<file path="config.mk">
export PLATFORM = sky130hd
export DESIGN_NAME = rst_ctrl
export DESIGN_NICKNAME = d
export VERILOG_FILES = /design/src/rtl/rstc_pkg.sv /design/src/rtl/rstc_classify.sv /design/src/rtl/rstc_hold_timer.sv /design/src/rtl/rstc_cfg_latch.sv /design/src/rtl/rst_ctrl.sv
export SDC_FILE = /design/constraint.sdc
export NUM_CORES = 1
export LEC_CHECK = 0
export BUFFER_PORTS_ARGS = -buffer_cell sky130_fd_sc_hd__buf_2
export CAP_MARGIN = 25
export CORE_MARGIN = 2
export CORE_UTILIZATION = 53
export DETAILED_ROUTE_END_ITERATION = 8
export PLACE_DENSITY = 0.87
export SYNTH_ARGS = -nofsm -noshare
export SYNTH_HDL_FRONTEND = slang
export SYNTH_SLANG_ARGS = --single-unit
</file>
<file path="constraint.sdc">
create_clock -name clk -period 3.65 [get_ports clk]
set_input_delay 0.365 -clock clk [delete_from_list [all_inputs] [get_ports clk]]
set_output_delay 0.365 -clock clk [all_outputs]
set_load 0.005 [all_outputs]
</file>
<file path="src/rtl/rstc_pkg.sv">
`timescale 1ns/1ps
package rstc_pkg;
  localparam int NSRC  = 7;
  localparam int NLINE = 4;

  // origin indices (also the cause bit positions)
  localparam int S_PWR  = 0;
  localparam int S_PIN  = 1;
  localparam int S_WDOG = 2;
  localparam int S_HALT = 3;
  localparam int S_LOC  = 4;
  localparam int S_TEST = 5;
  localparam int S_CPU  = 6;

  // line indices
  localparam int L_EXT = 0;
  localparam int L_CLK = 1;
  localparam int L_MST = 2;
  localparam int L_SYS = 3;

  typedef enum logic [1:0] {ST_IDLE, ST_PEND, ST_HOLD} rstc_state_e;

  function automatic logic src_is_async(input int s);
    return (s == S_PWR) || (s == S_WDOG) || (s == S_HALT) || (s == S_CPU);
  endfunction

  // subset of lines driven by one origin, {sys,mst,clk,ext}
  function automatic logic [NLINE-1:0] src_lines(input int s);
    case (s)
      S_CPU:   return 4'b1001;
      S_LOC:   return 4'b0101;
      default: return 4'b0111;
    endcase
  endfunction

  function automatic logic [NLINE-1:0] lines_of_set(input logic [NSRC-1:0] set);
    logic [NLINE-1:0] m;
    m = '0;
    for (int s = 0; s < NSRC; s++)
      if (set[s]) m = m | src_lines(s);
    return m;
  endfunction
endpackage

</file>
<file path="src/rtl/rstc_classify.sv">
`timescale 1ns/1ps
module rstc_classify
  import rstc_pkg::*;
(
  input  logic [NSRC-1:0] req,
  output logic [NSRC-1:0] async_hit,
  output logic [NSRC-1:0] sync_hit
);
  for (genvar s = 0; s < NSRC; s++) begin : g_src
    if (src_is_async(s)) begin : g_a
      assign async_hit[s] = req[s];
      assign sync_hit[s]  = 1'b0;
    end else begin : g_s
      assign async_hit[s] = 1'b0;
      assign sync_hit[s]  = req[s];
    end
  end
endmodule

</file>
<file path="src/rtl/rstc_hold_timer.sv">
`timescale 1ns/1ps
module rstc_hold_timer #(
  parameter int HOLD_CYC = 16,
  localparam int CW = (HOLD_CYC > 2) ? $clog2(HOLD_CYC) : 1
) (
  input  logic          clk,
  input  logic          por_n,
  input  logic          start,
  input  logic          active,
  output logic [CW-1:0] cnt,
  output logic          last
);
  assign last = active && (cnt == CW'(HOLD_CYC - 1));

  always_ff @(posedge clk or negedge por_n) begin
    if (!por_n)               cnt <= '0;
    else if (start)           cnt <= '0;
    else if (active && !last) cnt <= cnt + 1'b1;
  end
endmodule

</file>
<file path="src/rtl/rstc_cfg_latch.sv">
`timescale 1ns/1ps
module rstc_cfg_latch #(
  parameter int CFG_W = 8
) (
  input  logic             clk,
  input  logic             por_n,
  input  logic             capture,
  input  logic [CFG_W-1:0] data_pins,
  input  logic             clk_pin,
  input  logic             brk_pin,
  output logic [CFG_W-1:0] data_q,
  output logic             clk_q,
  output logic             brk_q
);
  always_ff @(posedge clk or negedge por_n) begin
    if (!por_n) begin
      data_q <= '0;
      clk_q  <= 1'b0;
      brk_q  <= 1'b0;
    end else if (capture) begin
      data_q <= data_pins;
      clk_q  <= clk_pin;
      brk_q  <= brk_pin;
    end
  end
endmodule

</file>
<file path="src/rtl/rst_ctrl.sv">
`timescale 1ns/1ps
module rst_ctrl
  import rstc_pkg::*;
#(
  parameter int HOLD_CYC = 16,
  parameter int CFG_W    = 8
) (
  input  logic             clk,
  input  logic             por_n,
  input  logic [NSRC-2:0]  src_req,
  input  logic             bus_done,
  input  logic [CFG_W-1:0] cfg_data_pins,
  input  logic             cfg_clk_pin,
  input  logic             cfg_brk_pin,
  output logic             rst_ext,
  output logic             rst_clk,
  output logic             rst_mst,
  output logic             rst_sys,
  output logic             bus_mon_force,
  output logic [NSRC-1:0]  rst_cause,
  output logic [CFG_W-1:0] cfg_data,
  output logic             cfg_clk_sel,
  output logic             cfg_brk_mode
);
  localparam int CW = (HOLD_CYC > 2) ? $clog2(HOLD_CYC) : 1;

  rstc_state_e      state;
  logic [NLINE-1:0] lines_q;
  logic [NSRC-1:0]  pend_q;
  logic [NSRC-1:0]  req_vec, a_hit, s_hit, sync_set, start_set;
  logic             async_go, sync_go, start_rst, hold_last, cfg_cap;
  logic [CW-1:0]    hold_cnt;

  assign req_vec = {src_req, 1'b0};

  rstc_classify u_cls (
    .req       (req_vec),
    .async_hit (a_hit),
    .sync_hit  (s_hit)
  );

  // named events
  assign sync_set  = pend_q | s_hit;
  assign async_go  = (state != ST_HOLD) && (|a_hit);
  assign sync_go   = !async_go && (state != ST_HOLD) && (|sync_set) && bus_done;
  assign start_rst = async_go || sync_go;
  assign start_set = async_go ? a_hit : sync_set;
  assign cfg_cap   = hold_last && lines_q[L_MST];

  rstc_hold_timer #(.HOLD_CYC(HOLD_CYC)) u_tmr (
    .clk    (clk),
    .por_n  (por_n),
    .start  (start_rst),
    .active (state == ST_HOLD),
    .cnt    (hold_cnt),
    .last   (hold_last)
  );

  always_ff @(posedge clk or negedge por_n) begin
    if (!por_n) begin
      state     <= ST_HOLD;
      lines_q   <= src_lines(S_PWR);
      rst_cause <= NSRC'(1) << S_PWR;
      pend_q    <= '0;
    end else if (start_rst) begin
      state     <= ST_HOLD;
      lines_q   <= lines_of_set(start_set);
      rst_cause <= start_set;
      pend_q    <= '0;
    end else if (state == ST_HOLD) begin
      if (hold_last) begin
        state   <= ST_IDLE;
        lines_q <= '0;
      end
    end else if (|sync_set) begin
      state  <= ST_PEND;
      pend_q <= sync_set;
    end
  end

  assign rst_ext       = lines_q[L_EXT];
  assign rst_clk       = lines_q[L_CLK];
  assign rst_mst       = lines_q[L_MST];
  assign rst_sys       = lines_q[L_SYS];
  assign bus_mon_force = (state == ST_PEND);

  rstc_cfg_latch #(.CFG_W(CFG_W)) u_cfg (
    .clk       (clk),
    .por_n     (por_n),
    .capture   (cfg_cap),
    .data_pins (cfg_data_pins),
    .clk_pin   (cfg_clk_pin),
    .brk_pin   (cfg_brk_pin),
    .data_q    (cfg_data),
    .clk_q     (cfg_clk_sel),
    .brk_q     (cfg_brk_mode)
  );

  // ---------------- assertions ----------------
  a_r2_async_now: assert property (@(posedge clk) disable iff (!por_n)
    async_go |=> (rst_ext && rst_cause == $past(a_hit)));

  a_r3_sync_waits: assert property (@(posedge clk) disable iff (!por_n)
    (state == ST_PEND && !bus_done && !(|a_hit)) |=> (!rst_ext && bus_mon_force));

  a_r3_monitor_quiet: assert property (@(posedge clk) disable iff (!por_n)
    bus_mon_force |-> !(rst_ext || rst_mst || rst_clk || rst_sys));

  a_r4_clk_needs_master: assert property (@(posedge clk) disable iff (!por_n)
    rst_clk |-> rst_mst);

  a_r5_sys_from_cpu: assert property (@(posedge clk) disable iff (!por_n)
    rst_sys |-> rst_cause[S_CPU]);

  a_r7_hold_length: assert property (@(posedge clk) disable iff (!por_n)
    $fell(rst_ext) |-> ($past(hold_cnt) == CW'(HOLD_CYC - 1)));

  a_r7_release_together: assert property (@(posedge clk) disable iff (!por_n)
    $fell(rst_ext) |-> !(rst_clk || rst_mst || rst_sys));

  a_r8_cfg_stable: assert property (@(posedge clk) disable iff (!por_n)
    !cfg_cap |=> ($stable(cfg_data) && $stable(cfg_clk_sel) && $stable(cfg_brk_mode)));

  a_r10_async_wins: assert property (@(posedge clk) disable iff (!por_n)
    (async_go && (|sync_set)) |=> !(rst_cause[S_PIN] || rst_cause[S_LOC] || rst_cause[S_TEST]));

  a_r11_hold_ignores: assert property (@(posedge clk) disable iff (!por_n)
    (state == ST_HOLD && !hold_last) |=> $stable(rst_cause));
endmodule

</file>
# --- Word level (Yosys, flattened, before mapping) ---
# Cells that the tools add are included.
word_totals:
  register_bits: 34
  latch_bits: 0
  ramBits: 0
  romBits: 0
  inputBits: 19
  out_inout_bits: 22
  mem_count: 0
op_classes:
  n_addsub: 1
  mul: 0
  n_div: 0
  order_cmp: 0
  eq_ne: 6
  n_shift: 0
  mux: 38
  bitwise_logic: 7
  n_reduce_logical: 20
ops:
  columns: ["op", "count"]
  rows:
  - ["two-way mux 4 bit", 29]
  - ["two-way mux 7 bit", 4]
  - ["OR 4 bit", 6]
  - ["two-way mux 2 bit", 4]
  - ["nonzero test 2 bit", 4]
  - ["logical AND 1 bit", 7]
  - ["OR 7 x 6 -> 7 bit", 1]
  - ["OR reduction 7 bit", 1]
  - ["AND reduction 2 bit", 3]
  - ["adder 4 x 1 -> 4 bit, second input constant", 1]
  - ["equality test 4 bit, second input constant", 1]
  - ["inequality test 2 bit, second input constant", 2]
  - ["two-way mux 3 bit", 1]
  - ["inequality test 3 bit, second input constant", 1]
  - ["nonzero test 3 bit", 1]
  - ["OR reduction 3 bit", 1]
  - ["equality test 2 x 1 -> 1 bit, second input constant", 1]
  - ["equality test 2 bit, second input constant", 1]
  - ["zero test 1 bit", 2]
  - ["logical OR 1 bit", 1]

# --- Logic depth before layout (Yosys ltp) ---
# Gate-level depths: netlist of the first run.
logic_depth:
  ltp_word: 26
  mapped_depth: 5

# --- Hierarchy ---
# Synthesis of the first run repeated with hierarchy kept, for this count alone.
hier_totals:
  hier_cells: 166
  hier_area_um2: 1828.0
modules_own_cells:
  columns: ["module", "instances", "cells_per_inst", "area_per_inst_um2", "seq_area_each_um2"]
  rows:
  - ["rst_ctrl", 1, 109, 1068.5, 506.7]
  - ["rstc_cfg_latch", 1, 21, 411.6, 250.2]
  - ["rstc_hold_timer", 1, 21, 239.0, 100.1]
  - ["rstc_classify", 1, 15, 108.9, 0.0]

# --- Least setup slack after synthesis of the first run ---
# No wires, ideal clock.
synth_path:
  path_type: "flip-flop to flip-flop"
  start: "register pend_q[5]"
  end: "register state[1]"
  setup_time_ps: 78
  t_arrival_ps: 1755
  t_required_ps: 3572
  path_slack_ps: 1816
  stages_incl_launch_ff: 6
  n_path_buf: 1
  path_cell_list: "dfrtp_1 > or4_4 > o311a_4 > or2_1 > buf_6 > a31o_1"
synth_between:
  elab_chain_len: 7
synth_rtl:
  columns: ["item", "line_no", "rtl"]
  rows:
  - ["start: declaration", "rst_ctrl.sv:29", "logic [NSRC-1:0] pend_q;"]
  - ["start signal: assignment", "rst_ctrl.sv:77", "pend_q <= sync_set;"]
  - ["OR 7 x 6 -> 7 bit *", "rst_ctrl.sv:43", "assign sync_set = pend_q | s_hit;"]
  - ["OR reduction 7 bit *", "rst_ctrl.sv:45, rst_ctrl.sv:75", null]
  - ["logical AND 1 bit (2 in series)", "rst_ctrl.sv:45", "assign sync_go = !async_go && (state != ST_HOLD) && (|sync_set) && bus_done;"]
  - ["logical OR 1 bit", "rst_ctrl.sv:46", "assign start_rst = async_go || sync_go;"]
  - ["inequality test 3 bit (no source line) or nonzero test 3 bit (tied branches)", null, null]
  - ["AND reduction 2 bit (no source line)", null, null]
  - ["end signal: assignment", "rst_ctrl.sv:61", "state <= ST_HOLD;"]
  - ["end signal: assignment", "rst_ctrl.sv:66", "state <= ST_HOLD;"]
  - ["end signal: assignment", "rst_ctrl.sv:72", "state <= ST_IDLE;"]
  - ["end: declaration", "rst_ctrl.sv:27", "rstc_state_e state;"]
# Every way passes the cells marked *; elsewhere a longest branch is shown, timed or not.
# A chain may end at the register's enable or synchronous reset.

# --- Worst setup path in the final report of the first run ---
layout_path:
  start: "register state[1]"
  end: "register u_cfg.data_q[0]"
layout_between:
  elab_chain_len: 3
layout_rtl:
  columns: ["item", "line_no", "rtl"]
  rows:
  - ["equality test 2 bit", "rst_ctrl.sv:54", ".active (state == ST_HOLD),"]
  - ["logical AND 1 bit", "rstc_hold_timer.sv:13", "assign last = active && (cnt == CW'(HOLD_CYC - 1));"]
  - ["logical AND 1 bit", "rst_ctrl.sv:48", "assign cfg_cap = hold_last && lines_q[L_MST];"]
  - ["end signal: assignment", "rstc_cfg_latch.sv:21", "data_q <= data_pins;"]
  - ["end: declaration", "rstc_cfg_latch.sv:11", "output logic [CFG_W-1:0] data_q,"]
# Every way passes these cells.

==> flow_metrics.py, run 1 <==
metrics = {
    "global_route": {
        "grt_pass1_wl_mm": 3.898,
        "first_global_vias": 899,
        "grt_max_degree": 31,
        "antenna_found_initial": 0,
        "grt.overflow.total": 0,
        "grt_util_all_layers_pct": 20.19,
    },
    "sta": {
        "hold_ws_ps": 51.09,
        "rsz0062_at_grt": "false",
        "fin_skew_ps": 6.283,
        "fin_crit_sh_pct": 55.68,
        "worstMarginPinSlew_ps": 627.8,
        "hold_violations": 0,
        "max_slew_margin_pct": 58.15,
        "fin_setup_tns_ps": 0,
        "slew_violations": 0,
        "fmax_mhz": 492.1,
        "setup_viol": 0,
        "period_minus_slack_ps": 2032,
    },
    "setup_path": {
        "critPathTopFamily": "simple AND/OR/NAND/NOR gates",
        "timing.rr.start": "state[1]",
        "critical_path_class": "flip-flop to flip-flop",
        "cp.arrival_ps": 2240,
        "slowest_stage": "dfstp_2",
        "crit_chain": "nor2b_1 -> nand4_1 -> or2_2 -> mux2_2",
        "cp.required_ps": 3860,
        "slowest_delay_ps": 560,
        "cp-end-kind": "flip-flop",
        "startpoint": "state[1]",
        "cp_max_fo": 10,
        "reg2reg_to": "u_cfg.data_q[0]",
        "r2r_slack_ps": 1620,
        "worstSetupStartpointType": "flip-flop",
        "critical_path.endpoint": "u_cfg.data_q[0]",
        "rr_worst_depth": 4,
        "worstSetupPathDepth": 4,
        "crit_buf_inv": 0,
    },
    "power": {
        "pwr-share-comb_pct": 37.1,
        "vdd_ir_drop_max_mv": 0.4821,
        "power_frac_seq_pct": 45.3,
        "p_clk_share_pct": 17.6,
        "switching_power_uw": 402.6,
        "p_int_uw": 735.1,
        "leakage_uw": 0.0007498,
        "switching_share_pct": 35.39,
        "power.density_mw_per_mm2": 727.4,
        "p_total_uw": 1138,
    },
    "floorplanning": {
        "die_area_mm2": 0.002845,
        "ios": 41,
        "row_count": 17,
        "fp.dieW_um": 53.34,
        "start_util_pct": 57.21,
        "die-height_um": 53.34,
        "core_area_mm2": 0.002255,
    },
    "drt": {
        "num_vias": 966,
        "dr.pass1.iters": 4,
        "dr.first_iter.drc_count": 18,
        "drc": 0,
        "viasPerCell": 5.489,
        "routed_wl_mm": 2.612,
        "ant_nets": 0,
        "wl_per_cell_um": 14.84,
    },
    "clock_tree": {
        "holdBufCountCts": 0,
        "post-cts-setup-buffers": 0,
        "path_clk_slew_ps": 90,
        "clock_sinks": 30,
        "cts_buffer_depth": 2,
        "cts-root-buf": "clkbuf_4",
        "cts_max_level": 2,
        "cts_made_buffers": 5,
        "post_cts_resized": 0,
        "clk_latency_ps": 320,
        "cts_tree": "yes",
    },
    "logic_synthesis": {
        "syn-num-nets": 123,
        "ys_ff_latch": 30,
        "syn_area_mm2": 0.001290,
        "yosys_warnings": 0,
        "synth.yosys.seq_area_share_pct": 58.68,
        "ys_types": 35,
        "synth_cells": 103,
        "syn_area_per_cell_um2": 12.52,
    },
    "cells_and_area": {
        "drive_above_1_share_pct": 44.59,
        "final_cells": 176,
        "nFillCells": 175,
        "final_util_pct": 69.37,
        "syn2layout_area_growth_pct": 21.24,
        "antennaDiodeCount": 0,
        "fin_nets": 167,
    },
    "min_path": {
        "min_path_type": "input pin to asynchronous set/reset pin",
    },
    "placed_design": {
        "gp_congestion": 0.7964,
        "placed_cells": 168,
        "port_buffers": 40,
        "dp_hpwl_mm": 2.002,
    },
    "outcome": {
        "status": "complete, no violations",
    },
    "run": {
        "maxCapViolations": 0,
    },
}
## metrics by stage
| stage | worst slack (ps) | instance area [um2] |
|---|---|---|
| 2_1_floorplan | 1816 | 1290 |
| 3_3_place_gp | 1678 | 1505 |
| 3_5_place_dp | 1637 | 1505 |
| 4_1_cts | 1624 | 1564 |
| 5_1_grt | 1505 | 1564 |
| 6_report | 1618 | 1564 |
## worst min-delay path by stage
stage | to | slack [ps] | cells after the start
after floorplan | lines_q[3] | 70 | 0
after global routing | u_cfg.data_q[6] | 90 | 1
after detailed placement | u_tmr.cnt[1] | 420 | 1
after CTS | u_cfg.data_q[6] | 70 | 1
after global placement | u_tmr.cnt[1] | 410 | 1
final | pend_q[1] | 50 | 1
## cell usage in the layout (no fill, tap or decap), drive strengths merged, types with 2 or more instances in the layout
cell type,n
nor2b,2
a211oi,4
nor2,13
a32o,3
dfstp,5
a311o,2
nand2b,2
nor3,2
nand2,4
inv,2
a21oi,6
a22o,3
xnor2,2
or2,2
clkbuf,8
buf,40
dfrtp,25
mux2,10
## layout make-up
class / count / area, um2 / area share (%)
well taps: 28 / 35.03 / 2.240
inverters: 2 / 7.507 / 0.4800
repair buffers: 40 / 200.2 / 12.80
clock buffers: 8 / 58.81 / 3.760
flip-flops and latches: 30 / 757.0 / 48.40
multi-input cells: 68 / 505.5 / 32.32
## power groups by stage
stage                     Combinational, uW  Clock [uW]  Sequential, uW
after CTS                               428         205             515
after floorplan                         306           0             517
final                                   422         200             516
after global routing                    475         219             528
after detailed placement                426           0             522
after global placement                  408           0             515
## registers in the layout, indices dropped and copies added, names as in the netlist
| name | count |
|---|---|
| u_tmr.cnt | 4 |
| pend_q | 3 |
| u_cfg.clk_q | 1 |
| u_cfg.data_q | 8 |
| state | 2 |
| lines_q | 4 |
| u_cfg.brk_q | 1 |
| rst_cause | 7 |
## cells in the mapped netlist, drive strengths merged
| library cell | number | area share (%) |
|---|---|---|
| nand3 | 1 | 0.39 |
| mux2i | 1 | 0.78 |
| a32o | 3 | 2.3 |
| inv | 2 | 0.58 |
| nand2 | 4 | 1.2 |
| and2 | 1 | 0.49 |
| a211oi | 4 | 2.3 |
| nor2b | 2 | 0.97 |
| a31oi | 1 | 0.49 |
| a31o | 1 | 0.68 |
| clkbuf | 1 | 0.29 |
| nand3b | 1 | 0.58 |
| a21oi | 6 | 2.3 |
| a311oi | 1 | 0.68 |
| nor2 | 13 | 4.0 |
| xnor2 | 2 | 1.4 |
| or4 | 1 | 0.87 |
| nand2b | 2 | 0.97 |
| or2 | 2 | 0.97 |
| nor3 | 2 | 1.2 |
| o311a | 1 | 1.6 |
| a311o | 2 | 1.6 |
| a22o | 3 | 2.0 |
| mux2 | 10 | 8.7 |
| and4b | 1 | 0.78 |
| nand4 | 1 | 0.49 |
| nor4 | 1 | 0.49 |
| dfstp | 5 | 10 |
| dfrtp | 25 | 48 |
| ha | 1 | 0.97 |
| buf | 2 | 1.3 |
## cells by family (layout without fill, tap and decap cells)
family,after synthesis,in the layout,share of synthesized area (%)
adders and majority gates,1,1,0.9698
buffers and inverters,5,50,2.133
xor gates and xnor gates,2,2,1.358
and+or+nand+nor,32,32,13.29
DFF,30,30,58.68
muxes,11,11,9.506
AOI/OAI and AO/OA,22,22,14.07
## worst reg2reg max path, delay by kind of cell (launching register included)
kind | cells | cell delay, ps
multiplexers | 1 | 320
flip-flops | 1 | 560
AND/OR/NAND/NOR | 3 | 1040
## layer usage
layer	part of all wire, %	track usage (%)	vias up
met4	1.7	11.97	0
met5	0	0	-
met2	51	33.74	38
li1	-	-	464
met3	6.5	7.627	6
met1	41	21.36	458
Power figures use the tool's default switching activity.
==> run 2: changes to the inputs <==
--- a/config.mk
+++ b/config.mk
@@ -8,9 +8,9 @@
 export BUFFER_PORTS_ARGS = -buffer_cell sky130_fd_sc_hd__buf_2
 export CAP_MARGIN = 25
 export CORE_MARGIN = 2
-export CORE_UTILIZATION = 53
+export CORE_UTILIZATION = 44
 export DETAILED_ROUTE_END_ITERATION = 8
-export PLACE_DENSITY = 0.87
+export PLACE_DENSITY = 0.77
 export SYNTH_ARGS = -nofsm -noshare
 export SYNTH_HDL_FRONTEND = slang
 export SYNTH_SLANG_ARGS = --single-unit
==> constraint.sdc (replaced) <==
create_clock -name clk -period 1.8 [get_ports clk]
set_input_delay 0.18 -clock clk [delete_from_list [all_inputs] [get_ports clk]]
set_output_delay 0.18 -clock clk [all_outputs]
set_load 0.005 [all_outputs]
==> flow_metrics.py, run 2 (same netlist as run 1, synthesis figures left out) <==
metrics = {
    "drt": {
        "wl_per_cell_um": 14.23,
        "viasPerCell": 5.355,
        "num_vias": 996,
        "dr.pass1.iters": 4,
        "ant_nets": 0,
        "drc": 0,
        "dr.first_iter.drc_count": 42,
        "routed_wl_mm": 2.646,
    },
    "min_path": {
        "whs_path_depth": 2,
        "min_path_type": "input pin to flip-flop",
        "holdPathEnd": "u_cfg.data_q[7]",
        "min_from": "cfg_data_pins[7]",
    },
    "sta": {
        "period_minus_slack_ps": 1795,
        "slew_violations": 0,
        "fin_skew_ps": 7.187,
        "fin_setup_tns_ps": 0,
        "setup_viol": 0,
        "fin_crit_sh_pct": 99.71,
        "rsz0062_at_grt": "true",
        "hold_ws_ps": 78.34,
        "hold_violations": 0,
        "fin_ws_ps": 5.204,
        "max_slew_margin_pct": 56.80,
        "worstMarginPinSlew_ps": 647.9,
        "fmax_mhz": 557.2,
    },
    "global_route": {
        "grt.overflow.total": 0,
        "antenna_found_initial": 0,
        "grt_util_all_layers_pct": 17.22,
        "first_global_vias": 939,
        "gr-max-usage-layer": "met2",
        "grt_max_degree": 31,
        "met3_usage_pct": 5.357,
        "use_met1_pct": 22.74,
        "grt_pass1_wl_mm": 4.284,
        "use_met2_pct": 25.49,
    },
    "clock_tree": {
        "clock_sinks": 30,
        "cts_buffer_depth": 2,
        "cts_max_level": 2,
        "cts_made_buffers": 5,
        "path_clk_slew_ps": 100,
        "clk_latency_ps": 320,
        "cts_tree": "yes",
        "cts-root-buf": "clkbuf_4",
    },
    "cells_and_area": {
        "syn2layout_area_growth_pct": 28.23,
        "reg.largest.list": "u_cfg.data_q x8, rst_cause x7",
        "top_register": "u_cfg.data_q",
        "layout_common_cells": "buf_2 (40), dfrtp_1 (25), nor2_1 (12)",
        "final_util_pct": 59.47,
        "fin_nets": 174,
        "layout_commonest_cell": "buf_2",
        "drive_above_1_share_pct": 50.32,
        "nFillCells": 235,
        "largest_reg_flops": 8,
        "antennaDiodeCount": 0,
    },
    "setup_path": {
        "crit_chain": "or4_4 -> o311a_4 -> or2_4 -> a31o_1",
        "cp.arrival_ps": 2050,
        "reg2reg_to": "state[1]",
        "cp_max_fo": 7,
        "timing.rr.start": "pend_q[5]",
        "slowest_stage": "or4_4",
        "cp-end-kind": "flip-flop",
        "slowest_delay_ps": 530,
        "r2r_slack_ps": 5,
        "rr_worst_depth": 4,
        "critical_path_class": "flip-flop to flip-flop",
        "cp.required_ps": 2060,
        "worstSetupStartpointType": "flip-flop",
    },
    "power": {
        "power.density_mw_per_mm2": 1495,
        "vdd_ir_drop_max_mv": 1.052,
        "leakage_uw": 0.0007876,
    },
    "floorplanning": {
        "ios": 41,
        "die-height_um": 58.15,
        "row_count": 19,
        "die_area_mm2": 0.003381,
        "core_area_mm2": 0.002781,
        "fp.dieW_um": 58.15,
        "start_util_pct": 46.38,
    },
    "placed_design": {
        "gp_congestion": 0.8279,
        "place_ws_ps": -28.35,
        "dp_hpwl_mm": 1.996,
        "port_buffers": 40,
    },
    "run": {
        "maxCapViolations": 0,
    },
    "outcome": {
        "status": "complete, no violations",
    },
}
run 2: cell count changes in the layout (fill, tap and decap cells not counted), sizes merged:
cell         delta
buf             +6
clkbuf          -2
clkinv          +1
clkinvlp        +1
dlygate4sd3     +1
run 2: final cells by class:
type / count / area, um2 / area share (%)
clock buffers: 6 / 51.30 / 3.101
clock inverters: 2 / 12.51 / 0.7564
inverters: 2 / 7.507 / 0.4539
multi-input cells: 68 / 531.8 / 32.15
flip-flops and latches: 30 / 757.0 / 45.76
well taps: 31 / 38.79 / 2.345
repair buffers: 47 / 255.2 / 15.43
run 2: stage by stage:
step           total power [uW]  cells  instance area [um2]
2_1_floorplan              1674    103                 1292
3_3_place_gp               1960    177                 1556
3_5_place_dp               2018    177                 1556
4_1_cts                    2458    186                 1633
5_1_grt                    2680    186                 1654
6_report                   2472    186                 1654
run 2: layer usage:
metal,vias up,wire length (um)
li1,478,-
met1,487,1135
met2,26,1316
met3,5,142
met4,0,51
met5,-,0
run 2: how the worst max path moves through the flow:
stage | from | end | slack (ps) | cells past startpoint
after floorplan | pend_q[5] | state[1] | -30 | 5
after global placement | pend_q[5] | state[1] | 20 | 4
after detailed placement | pend_q[5] | state[1] | -30 | 4
after CTS | pend_q[5] | lines_q[2] | 7 | 4
after global routing | pend_q[5] | state[1] | -50 | 4
final | pend_q[5] | state[1] | 5 | 4
run 2: power by group:
group | switching (uW) | leakage [uW] | internal, uW | total (uW)
Sequential | 138 | 0.000363 | 902 | 1040
Combinational | 514 | 0.000390 | 503 | 1020
Clock | 227 | 0.0000343 | 187 | 414
Total | 879 | 0.000788 | 1590 | 2470
run 2: worst max-delay path, delay by kind of cell, from the launching register on:
kind             cells  cell delay (ps)
AO/OA/AOI/OAI        2              540
flip-flops           1              390
AND/OR/NAND/NOR      2              810
run 2: repair_timing:
action                     in CTS  in global routing
pin swaps                       0                  2
setup endpoints to repair       2                 11
hold endpoints to repair       25                  0
buffers inserted                0                  0
hold buffers                    1                  0
gates resized for setup         1                  4
